<file path="config.mk">
export PLATFORM = sky130hd
export DESIGN_NAME = hs_rail_sequencer
export DESIGN_NICKNAME = d
export VERILOG_FILES = /design/src/rtl/hs_rail_sequencer.sv
export SDC_FILE = /design/constraint.sdc
export NUM_CORES = 1
export LEC_CHECK = 0
export BUFFER_PORTS_ARGS = -buffer_cell sky130_fd_sc_hd__buf_2
export CORE_MARGIN = 1
export CORE_UTILIZATION = 40
export DETAILED_ROUTE_END_ITERATION = 12
export SLEW_MARGIN = 20
export SYNTH_ARGS = -nofsm -noshare
export SYNTH_HDL_FRONTEND = slang
export SYNTH_SLANG_ARGS = --single-unit
export TNS_END_PERCENT = 100
</file>
<file path="constraint.sdc">
create_clock -name clk -period 5.65 [get_ports clk]
set_clock_uncertainty 0.15 [all_clocks]
set_input_delay 0.565 -clock clk [delete_from_list [all_inputs] [get_ports clk]]
set_output_delay 0.565 -clock clk [all_outputs]
set_load 0.1 [all_outputs]
</file>
<file path="src/rtl/hs_rail_sequencer.sv">
module hs_rail_sequencer #(
  parameter int N_CH       = 4,
  parameter int FILT_CYC   = 30,
  parameter int STAB_CYC   = 10000,
  parameter int DONE_CYC   = 160000,
  parameter int HS_TMO_CYC = 5000
) (
  input  logic            clk,
  input  logic            rst_n,
  input  logic [N_CH-1:0] uv_ok,
  input  logic            en_n,
  input  logic [N_CH-1:0] near_hi,
  input  logic [N_CH-1:0] gate_low,
  output logic [N_CH-1:0] gate_en,
  output logic            fast_off,
  output logic            sys_rst_pull,
  output logic            rst_done_n
);
  localparam int NF    = N_CH + 1;
  localparam int FW    = $clog2(FILT_CYC + 1);
  localparam int CMAX0 = (STAB_CYC > DONE_CYC) ? STAB_CYC : DONE_CYC;
  localparam int CMAX  = (CMAX0 > HS_TMO_CYC) ? CMAX0 : HS_TMO_CYC;
  localparam int CW    = $clog2(CMAX + 1);
  localparam int IW    = (N_CH > 1) ? $clog2(N_CH) : 1;
  localparam logic [IW-1:0] LAST = IW'(N_CH - 1);

  typedef enum logic [2:0] {S_OFF, S_STAB, S_UP, S_HOLD, S_RUN, S_DOWN, S_FAULT} st_t;

  logic [NF-1:0] raw_in, filt;
  assign raw_in = {~en_n, uv_ok};

  for (genvar i = 0; i < NF; i++) begin : g_filt
    logic          q;
    logic [FW-1:0] c;
    always_ff @(posedge clk or negedge rst_n) begin
      if (!rst_n) begin
        q <= 1'b0;
        c <= '0;
      end else if (raw_in[i] == q) begin
        c <= '0;
      end else if (c == FW'(FILT_CYC - 1)) begin
        q <= raw_in[i];
        c <= '0;
      end else begin
        c <= c + 1'b1;
      end
    end
    assign filt[i] = q;
  end

  logic uv_all, en_ok, go;
  assign uv_all = &filt[N_CH-1:0];
  assign en_ok  = filt[N_CH];
  assign go     = uv_all & en_ok;

  st_t           st, st_n;
  logic [IW-1:0] idx, idx_n;
  logic [CW-1:0] cnt;

  function automatic logic [N_CH-1:0] lowmask(input logic [IW:0] n);
    logic [N_CH:0] w;
    w = ({{N_CH{1'b0}}, 1'b1} << n) - 1'b1;
    return w[N_CH-1:0];
  endfunction

  always_comb begin
    st_n  = st;
    idx_n = idx;
    unique case (st)
      S_OFF:  if (go) st_n = S_STAB;
      S_STAB: begin
        if (!go) st_n = S_OFF;
        else if (cnt == CW'(STAB_CYC - 1)) begin
          st_n  = S_UP;
          idx_n = '0;
        end
      end
      S_UP: begin
        if (!uv_all) st_n = S_FAULT;
        else if (!en_ok) st_n = S_DOWN;
        else if (near_hi[idx]) begin
          if (idx == LAST) st_n = S_HOLD;
          else idx_n = idx + 1'b1;
        end else if (cnt == CW'(HS_TMO_CYC - 1)) st_n = S_FAULT;
      end
      S_HOLD, S_RUN: begin
        if (!uv_all) st_n = S_FAULT;
        else if (!en_ok) begin
          st_n  = S_DOWN;
          idx_n = LAST;
        end else if (st == S_HOLD && cnt == CW'(DONE_CYC - 1)) st_n = S_RUN;
      end
      S_DOWN: begin
        if (!uv_all) st_n = S_FAULT;
        else if (gate_low[idx]) begin
          if (idx == '0) st_n = S_OFF;
          else idx_n = idx - 1'b1;
        end else if (cnt == CW'(HS_TMO_CYC - 1)) st_n = S_FAULT;
      end
      S_FAULT: if (uv_all && (&gate_low)) st_n = S_OFF;
      default: st_n = S_OFF;
    endcase
  end

  always_ff @(posedge clk or negedge rst_n) begin
    if (!rst_n) begin
      st       <= S_OFF;
      idx      <= '0;
      cnt      <= '0;
      fast_off <= 1'b0;
    end else begin
      st       <= st_n;
      idx      <= idx_n;
      fast_off <= (st_n == S_FAULT) && (st != S_FAULT);
      if (st_n != st || idx_n != idx) cnt <= '0;
      else if (cnt != CW'(CMAX)) cnt <= cnt + 1'b1;
    end
  end

  always_comb begin
    unique case (st)
      S_UP:          gate_en = lowmask({1'b0, idx} + 1'b1);
      S_HOLD, S_RUN: gate_en = '1;
      S_DOWN:        gate_en = lowmask({1'b0, idx});
      default:       gate_en = '0;
    endcase
  end

  assign sys_rst_pull = (st == S_FAULT);
  assign rst_done_n   = (st == S_RUN);
endmodule

</file>
# --- Word-level counts from Yosys, hierarchy flattened ---
# Index checks and enable logic that the tools add are counted.
op_classes:
  n_mux: 45
  eq_ne: 25
  bitwise: 7
  n_lt_le_gt_ge: 1
  add_sub_neg: 11
  n_reduce_logical: 15
  shifts: 2
ops:
  columns: ["operator", "n"]
  rows:
  - ["$mux 5", 10]
  - ["$mux 3", 15]
  - ["$mux 18", 2]
  - ["$add 5x1->5 const B", 5]
  - ["$eq 5x5->1 const B", 5]
  - ["$mux 2", 11]
  - ["$add 18x1->18 const B", 1]
  - ["$eq 18x13->1 const B", 1]
  - ["$eq 18x14->1 const B", 1]
  - ["$eq 18x18->1 const B", 1]
  - ["$ne 18x18->1 const B", 1]
  - ["$pmux 3 s6", 1]
  - ["$eq 3x3->1 const B", 4]
  - ["$pmux 4 s3", 1]
  - ["$reduce_and 2->1", 5]
  - ["$pmux 2 s4", 1]
  - ["$reduce_and 4->1", 2]
  - ["$sub 4x1->4 const B", 2]
  - ["$eq 3x2->1 const B", 2]
  - ["$not 1->1", 6]
  - ["$eq 1x1->1", 5]
  - ["$bmux 1 s2", 2]
  - ["$shl 1x2->4 const A", 1]
  - ["$shl 1x3->4 const A", 1]
  - ["17 further kinds", 20]
totals:
  in_bits: 15
  output_inout_bits: 7
  register_bits: 54
  elab_cells: 120

# --- Depth between registers and ports, before layout ---
# Gate-level depths: netlist of the first run.
depth:
  ltp_word: 9
  depth_mapped: 10
  ltp_nobuf: 8

# --- Worst setup path after synthesis of the first run ---
# No wires, ideal clock.
synth_path:
  path_kind: "register to output"
  from: "register idx[0]"
  to: "output port gate_en[2]"
  n_path_buf: 1
  arrival_ps: 4077
  path_slack_ps: 858
  path_stages_with_launch: 10
  required_ps: 4935
  path_cell_list: "dfrtp_1 > buf_2 > clkinv_1 > ha_1 > nor3_1 > a21oi_1 > ha_1 > xnor2_1 > nor2_1 > o21ai_0"
synth_between:
  elab_chain_cells: 4
  elab_cells_between_ends: 6
  cone_classes: "add/sub: 3; shift: 2; mux: 1"
synth_rtl:
  columns: ["element", "line_no", "text"]
  rows:
  - ["start, declared", "57", "logic [IW-1:0] idx, idx_n;"]
  - ["start signal, assigned", "113", "idx <= idx_n;"]
  - ["$add 2x1->3", "122", "S_UP: gate_en = lowmask({1'b0, idx} + 1'b1);"]
  - ["$shl 1x3->4", "62", "w = ({{N_CH{1'b0}}, 1'b1} << n) - 1'b1;"]
  - ["$sub 4x1->4", "62", null]
  - ["$pmux 4 s3 (*)", "121", "unique case (st)"]
  - ["end, declared", "14", "output logic [N_CH-1:0] gate_en,"]
# Every way passes the cells marked *; elsewhere a longest branch is shown, timed or not.

# --- Worst setup path after layout of the first run ---
# Ends and elaborated chain as after synthesis.

==> results.toml, run 1 <==
[setup_path]
worst-setup-path-type = "reg2out"
crit_path_cell_trace = "clkinv_1, ha_1, nor3_1, a21oi_1, ha_1, xnor2_1, nor2_1, o21ai_0, buf_2"
slowest_stage = "dfrtp_1"
cp.required_ns = 4.93
critPathBufInv = 2
cp_common_cell = "ha_1"
crit_arrival_ns = 3.21
crit_family = "buffers and inverters"
cpPeakStageDelay_ns = 0.70
cp_max_fo = 15
start_kind = "register"
end_kind = "output port"

[synthesis]
synth.cells.most_frequent = "dfrtp_1 (54), nor2_1 (51), nand3_1 (24), xor2_1 (22)"
syn_area_per_cell_um2 = 9.27
synth_top_area_cell = "dfrtp_1"
synthesis.area_um2 = 3360
ys_seq_elements = 54
yosys.area_share.simple_pct = 24.9
synth_flop_cell = "dfrtp_1"
yosysTopAreaCellShare_pct = 40.2
synth_top_family_by_area = "simple AND/OR/NAND/NOR gates"
yosysWarnings = 0
synth_cells = 363
synth_area_leaders = "dfrtp_1 (40%), ha_1 (6.7%), xor2_1 (5.7%)"
synthAdderAreaFrac_pct = 6.70
synth.most_common_cell = "dfrtp_1"
synth_edf_count = 0
synth-async-reset-ratio_pct = 100
syn_nets = 396
synth_xor_area_share_pct = 9.38
synth.mux.area_fraction_pct = 5.92
yosysSeqAreaShare_pct = 40.2
synth_cell_types = 50
synth-compound-area-share_pct = 9.30

[die]
start_util_pct = 41.1
die_w_um = 93.7
die_y_um = 93.7
die_area_um2 = 8780
core_area_um2 = 8180
boundaryPins = 22
rows = 33

[clock_network]
cts_hold_buf = 0
cts_buffers = 5
cts.repair.resized = 0
clkTransAtPathRegs_ns = 0.10
cts_tree = "done"
cts_setup_buffers = 0
cts_num_sinks = 54
h-tree-depth = 2
clockRootBuffer = "clkbuf_8"
clockBufferDepth = 2
clkLatencyLatePin_ns = 0.31

[power]
p_comb_share_pct = 19.4
switching_share_pct = 30.0
p_leak_nw = 1.66
seq_power_share_pct = 50.7
internal_power_w = 0.000645
vdd_drop_max_v = 0.000113
power_density_nw_per_um2 = 252
switching_power_w = 0.000276
clkPwrFrac_pct = 29.9

[routing]
drt-pass1-iter-count = 5
routed_wirelength_um = 6600
wl_per_cell_um = 13.6
drt_iter0_drc = 116
drc_errors = 0
via_count = 2590
postRouteAntennaNets = 0
vias_per_cell = 5.35

[final_layout]
finalNetCount = 411
nFillCells = 816
stdcell_count = 484
drive_above_1_share_pct = 15.0
areaGrowthSynthToFinish_pct = 8.85
diodes = 0

[timing]
max_slew_margin_pct = 54.9
setup_viol = 0
max_freq_mhz = 255
post-route-period-util_pct = 69.4
hold_viol = 0
drv_slew = 0
rsz0062_at_grt = "false"
period_needed_ns = 3.92
tns_ns = 0
tightestPinTransition_ns = 0.676

[placed_design]
gp_congestion = 0.868
io_buffers = 21
dp_cells = 476
place_hpwl_um = 4770

[worst_hold_path]
holdCritPathClass = "in2async"

[grt]
overflow = 0
grt_first_pass_wirelength_um = 11400
grt_antenna_before_repair = 0
grt.total_usage_pct = 16.1
grt_max_degree = 55
grt_pass1_vias = 2526

[run_status]
status = "finished, final reports clean"

[job]
cap_violations = 0
state kept, by name (all words and copies together) (netlist names):
| name | cells |
|---|---|
| en_ok | 1 |
| st | 3 |
| idx | 2 |
| g_filt.q | 4 |
| fast_off | 1 |
| g_filt.c | 25 |
| cnt | 18 |
layout make-up:
| type | count | area, µm² | area share [%] |
|---|---|---|---|
| clock buffers | 6 | 82.6 | 2.26 |
| repair buffers | 22 | 113 | 3.08 |
| clock inverters | 2 | 38.8 | 1.06 |
| inverters | 15 | 56.3 | 1.54 |
| well taps | 105 | 131 | 3.59 |
| multi-input cells | 280 | 1890 | 51.6 |
| flip-flops and latches | 54 | 1350 | 36.9 |
power by group through the flow:
stage / Sequential [W] / Clock (W) / Combinational [W]
finish: 0.000467 / 0.000275 / 0.000178
global route: 0.000476 / 0.000302 / 0.000206
CTS: 0.000468 / 0.000286 / 0.000181
detailed placement: 0.000476 / 0 / 0.000179
global placement: 0.000473 / 0 / 0.000174
floorplan: 0.000455 / 0 / 0.000151
cell families (layout without fill, tap and decap cells):
kind of cell	count (synthesis)	in the layout
and+or+nand+nor	158	158
DFF	54	54
AOI/OAI and AO/OA	52	52
xor gates and xnor gates	36	36
buffers and inverters	29	45
adders and majority gates	18	18
muxes	16	16
cell usage in the layout (no fill, tap or decap), drive strengths merged, types with 5 or more instances in the layout:
| cell type | n |
|---|---|
| nor3 | 12 |
| nor2 | 61 |
| dfrtp | 54 |
| ha | 18 |
| mux2i | 6 |
| clkbuf | 6 |
| nand2 | 18 |
| inv | 15 |
| a21oi | 17 |
| buf | 22 |
| o21ai | 12 |
| and3 | 6 |
| nand3 | 24 |
| nand2b | 5 |
| mux2 | 8 |
| nand4 | 12 |
| xnor2 | 14 |
| xor2 | 22 |
| a31oi | 7 |
per-layer routing:
metal	track usage [%]	vias up	part of all wire (%)
met2	25.5	36	45
met4	5.64	0	1.1
met1	22.2	1253	50
li1	-	1295	-
met3	2.83	6	3.8
met5	0	-	0
metrics by stage:
step / instance area (µm²) / power (W) / hold slack, ns / utilization [%] / setup slack (ns)
final: 3660 / 0.000921 / 0.220 / 44.8 / 1.73
after global routing: 3660 / 0.000984 / 0.273 / 44.8 / 1.42
after CTS: 3660 / 0.000935 / 0.247 / 44.8 / 1.72
after floorplan: 3360 / 0.000605 / 0.119 / - / 0.858
after global placement: 3540 / 0.000647 / 0.328 / 43.3 / 2.14
after detailed placement: 3540 / 0.000655 / 0.336 / 43.3 / 2.07
worst paths after layout:
check	start	end	slack [ns]	depth (start not counted)
min	rst_n	cnt[16]$_DFFE_PN0P_	0.22	2
max in group asynchronous	rst_n	cnt[15]$_DFFE_PN0P_	4.68	2
max reg2reg	idx[0]$_DFF_PN0_	cnt[11]$_DFFE_PN0P_	2.45	7
max	idx[0]$_DFF_PN0_	gate_en[2]	1.73	9
min reg2reg	g_filt[4].c[0]$_DFF_PN0_	g_filt[4].c[0]$_DFF_PN0_	0.34	1
min in group clk	en_n	en_ok$_DFFE_PN0P_	0.33	2
No activity file was read; power rests on OpenSTA's default activity.
==> run 2, diff against run 1 <==
Clock period 5.65 ns to 3.3 ns, I/O delays scaled along.
==> results.toml, run 2 (same netlist as run 1, synthesis figures left out) <==
[run_status]
status = "complete, but fails checks"
violations = "negative hold slack"

[timing]
holdWs_ns = -0.0215
post-route-period-util_pct = 95.9
setup_viol = 0
tightestPinTransition_ns = 0.678
period_needed_ns = 3.17
max_freq_mhz = 316
tns_ns = 0
max_slew_margin_pct = 54.8
hold_viol = 20
drv_slew = 0
rsz0062_at_grt = "false"

[die]
die_area_um2 = 8780
die_y_um = 93.7
rows = 33
start_util_pct = 41.1
boundaryPins = 22
die_w_um = 93.7
core_area_um2 = 8180

[power]
vdd_drop_max_v = 0.000178
power_density_nw_per_um2 = 421
p_leak_nw = 1.72
p_total_w = 0.00160

[worst_hold_path]
holdCritPathClass = "in2async"

[placed_design]
gp_congestion = 0.910
dp_cells = 484
io_buffers = 21
place_hpwl_um = 4930

[setup_path]
crit_arrival_ns = 2.69
slowest_stage = "dfrtp_2"
end_kind = "output port"
cpPeakStageDelay_ns = 0.49
worst-setup-path-type = "reg2out"
cp.required_ns = 2.82
crit_path_cell_trace = "clkinvlp_4, ha_1, nor3_1, a21oi_1, ha_1, a21oi_1, or2_2, buf_12"
start_kind = "register"
rr_worst_depth = 8
cp_max_fo = 9

[final_layout]
nFillCells = 810
mostFrequentLayoutCells = "dfrtp_1 (52), nor2_1 (51), nand3_1 (24), xor2_1 (22), buf_2 (19)"
diodes = 0
reg_top3 = "g_filt.c x25, cnt x18, g_filt.q x4"
register_area_um2 = 1350
top_register = "g_filt.c"
finalNetCount = 423
drive_above_1_share_pct = 18.9
mostFrequentLayoutCell = "dfrtp_1"
multiInputGateArea_um2 = 1900
areaGrowthSynthToFinish_pct = 12.8
largest_register_ff_count = 25
stdcell_count = 496

[clock_network]
cts_tree = "done"
h-tree-depth = 2
clkTransAtPathRegs_ns = 0.10
cts_buffers = 5
clkLatencyLatePin_ns = 0.31
cts_hold_buf = 0
clockRootBuffer = "clkbuf_8"
clockBufferDepth = 2
cts_num_sinks = 54

[routing]
drt_iter0_drc = 90
routed_wirelength_um = 6720
vias_per_cell = 5.24
drt-pass1-iter-count = 4
postRouteAntennaNets = 0
wl_per_cell_um = 13.5
drc_errors = 0
via_count = 2597

[grt]
grt.total_usage_pct = 16.0
grt_max_degree = 55
overflow = 0
grt_first_pass_wirelength_um = 11200
grt_antenna_before_repair = 0
grt_pass1_vias = 2404

[job]
cap_violations = 0
-- run 2: final cells by class --
class | count | share of cell area [%]
Multi-Input combinational cell | 280 | 50.0
Inverter | 15 | 1.58
Clock inverter | 3 | 1.29
Tap cell | 105 | 3.46
Sequential cell | 54 | 35.7
Timing Repair Buffer | 34 | 6.13
Clock buffer | 5 | 1.81
-- run 2: stage by stage --
| stage | area (µm²) | setup WS (ns) | util, % |
|---|---|---|---|
| floorplan | 3370 | 0.0223 | - |
| CTS | 3760 | 0.0616 | 46.0 |
| detailed placement | 3640 | 0.269 | 44.5 |
| finish | 3790 | 0.135 | 46.4 |
| global placement | 3640 | 0.378 | 44.5 |
| global route | 3790 | 0.0268 | 46.4 |
-- run 2: power breakdown --
part	internal, W	leakage, nW	switching (W)
logic	0.000157	0.949	0.000185
registers	0.000718	0.715	0.0000751
clock network	0.000231	0.0563	0.000229
-- run 2: worst max-delay path, delay by kind of cell (launching register included) --
kind	cells	cell delay (ns)
AOI/OAI and AO/OA	2	0.22
adders and majority gates	2	0.68
buffers and inverters	2	0.38
DFF	1	0.49
and+or+nand+nor	2	0.60
-- run 2: final timing paths --
path	start	endpoint	slack (ns)
worst max-delay path	idx[0]$_DFF_PN0_	gate_en[1]	0.13
max in group asynchronous	rst_n	idx[1]$_DFF_PN0_	2.53
worst min-delay path	rst_n	cnt[10]$_DFFE_PN0P_	-0.02
worst min register to register	g_filt[1].c[0]$_DFF_PN0_	g_filt[1].c[0]$_DFF_PN0_	0.35
worst max register to register	cnt[0]$_DFFE_PN0P_	cnt[6]$_DFFE_PN0P_	0.40
min in group clk	en_n	en_ok$_DFFE_PN0P_	0.11
-- run 2: what timing repair did --
action | CTS | global route
endpoints found under the hold margin | 0 | 0
gates resized for setup | 1 | 2
setup buffers | 0 | 4
pin swaps | 0 | 0
setup endpoints to repair | 2 | 2
-- run 2: metal layers --
metal,part of all wire [%],up-vias,GRT usage (%)
li1,-,1316,-
met1,51,1233,23.2
met2,45,41,24.9
met3,3.8,7,2.67
met4,0.88,0,3.85
met5,0,-,0
==> run 3, diff against run 2 <==
Settings changed: CORE_UTILIZATION 40 to 35, CTS_BUF_LIST set to sky130_fd_sc_hd__clkbuf_8.
==> results.toml, run 3 (same netlist as run 1, synthesis figures left out) <==
[timing]
hold_viol = 0
period_needed_ns = 3.08
max_freq_mhz = 324
tightestPinTransition_ns = 0.652
drv_slew = 0
post-route-period-util_pct = 93.4
max_slew_margin_pct = 56.5
setup_viol = 0
tns_ns = 0
setup_slack_ns = 0.218
rsz0062_at_grt = "false"

[final_layout]
top_register = "g_filt.c"
register_area_um2 = 1350
largest_register_ff_count = 25
mostFrequentLayoutCells = "dfrtp_1 (53), nor2_1 (51), nand3_1 (24), xor2_1 (22), buf_2 (19)"
nFillCells = 925
drive_above_1_share_pct = 17.8
mostFrequentLayoutCell = "dfrtp_1"
reg_top3 = "g_filt.c x25, cnt x18, g_filt.q x4"
multiInputGateArea_um2 = 1900
diodes = 0
areaGrowthSynthToFinish_pct = 12.5
finalNetCount = 420

[power]
power_density_nw_per_um2 = 402
vdd_drop_max_v = 0.000181
p_leak_nw = 1.70

[routing]
via_count = 2634
wl_per_cell_um = 13.3
postRouteAntennaNets = 0
routed_wirelength_um = 6860
drc_errors = 0
vias_per_cell = 5.09
drt-pass1-iter-count = 4
drt_iter0_drc = 101

[die]
core_area_um2 = 9280
rows = 35
start_util_pct = 36.2
die_w_um = 100
boundaryPins = 22
die_y_um = 100
die_area_um2 = 10000

[grt]
grt_util_met3_pct = 2.02
grt_max_degree = 31
overflow = 0
grt_antenna_before_repair = 0
grt_busiest_layer = "met2"
grt_first_pass_wirelength_um = 12000
grt_pass1_vias = 2620
grtUsageMet2_pct = 26.2
grt.total_usage_pct = 14.9
met1_usage_pct = 19.1

[setup_path]
start_kind = "register"
worst-setup-path-type = "reg2out"
cpPeakStageDelay_ns = 0.54
cp.required_ns = 2.82
crit_family = "adder cells"
critPathBufInv = 2
crit_path_cell_trace = "inv_1, ha_1, nor3_1, a21oi_1, ha_1, a21oi_1, or2_2, buf_12"
end_kind = "output port"
crit_arrival_ns = 2.60
cp_max_fo = 8
slowest_stage = "dfrtp_1"

[clock_network]
cts_setup_buffers = 0
h-tree-depth = 2
clkLatencyLatePin_ns = 0.31
clockRootBuffer = "clkbuf_8"
clkTransAtPathRegs_ns = 0.11
cts_num_sinks = 54
cts_buffers = 5
clockBufferDepth = 2
cts_tree = "done"

[placed_design]
dp_slack_ns = 0.408
gp_congestion = 0.872
place_hpwl_um = 5210
io_buffers = 21

[job]
cap_violations = 0

[run_status]
status = "finished, final reports clean"

[worst_hold_path]
holdCritPathClass = "in2reg"
## run 3: cell types whose count changed in the layout (fill, tap and decap cells not counted), sizes merged
cell	previous run	this run
dlygate4sd3	0	1
bufinv	1	0
clkinv	0	2
clkinvlp	2	1
buf	34	30
## run 3: worst paths after layout
kind                                               start                  endpoint  slack [ns]  depth (start not counted)
worst max-delay path                    idx[1]$_DFF_PN0_                gate_en[1]        0.22                          8
worst min-delay path                                en_n         en_ok$_DFFE_PN0P_        0.08                          2
worst max register to register        cnt[0]$_DFFE_PN0P_       cnt[11]$_DFFE_PN0P_        0.40                          8
worst min register to register  g_filt[1].c[0]$_DFF_PN0_  g_filt[1].c[0]$_DFF_PN0_        0.35                          1
max in group asynchronous                          rst_n           st[0]$_DFF_PN0_        1.80                          3
min in group asynchronous                          rst_n  g_filt[1].c[0]$_DFF_PN0_        0.42                          2
## run 3: through the flow
step                      power (W)  instances  hold WS, ns  instance area, µm²  util (%)
after floorplan             0.00104        363       -0.116                3370         -
after global placement      0.00112        508        0.255                3670      39.5
after detailed placement    0.00113        508        0.255                3670      39.5
after CTS                   0.00154        517       0.0764                3780      40.7
after global routing        0.00162        517        0.100                3780      40.7
final                       0.00152        517       0.0782                3780      40.7
## run 3: layout make-up
class | instances | area share (%)
Timing Repair Buffer | 31 | 5.62
Inverter | 15 | 1.59
Tap cell | 129 | 4.27
Clock inverter | 3 | 0.761
Clock buffer | 5 | 1.82
Multi-Input combinational cell | 280 | 50.2
Sequential cell | 54 | 35.8
## run 3: what timing repair did
action	CTS	global route
gates resized for setup	0	2
hold endpoints to repair	29	0
hold buffers	1	0
setup endpoints to repair	0	2
## run 3: metal layers
metal | share of wire (%) | vias up
li1 | - | 1314
met3 | 2.4 | 9
met4 | 1.3 | 0
met1 | 47 | 1270
met2 | 49 | 41
met5 | 0 | -
## run 3: where the power goes
group          internal (W)  switching (W)  total, W
Combinational      0.000146       0.000185  0.000331
Clock              0.000158       0.000243  0.000401
Sequential         0.000717      0.0000704  0.000787
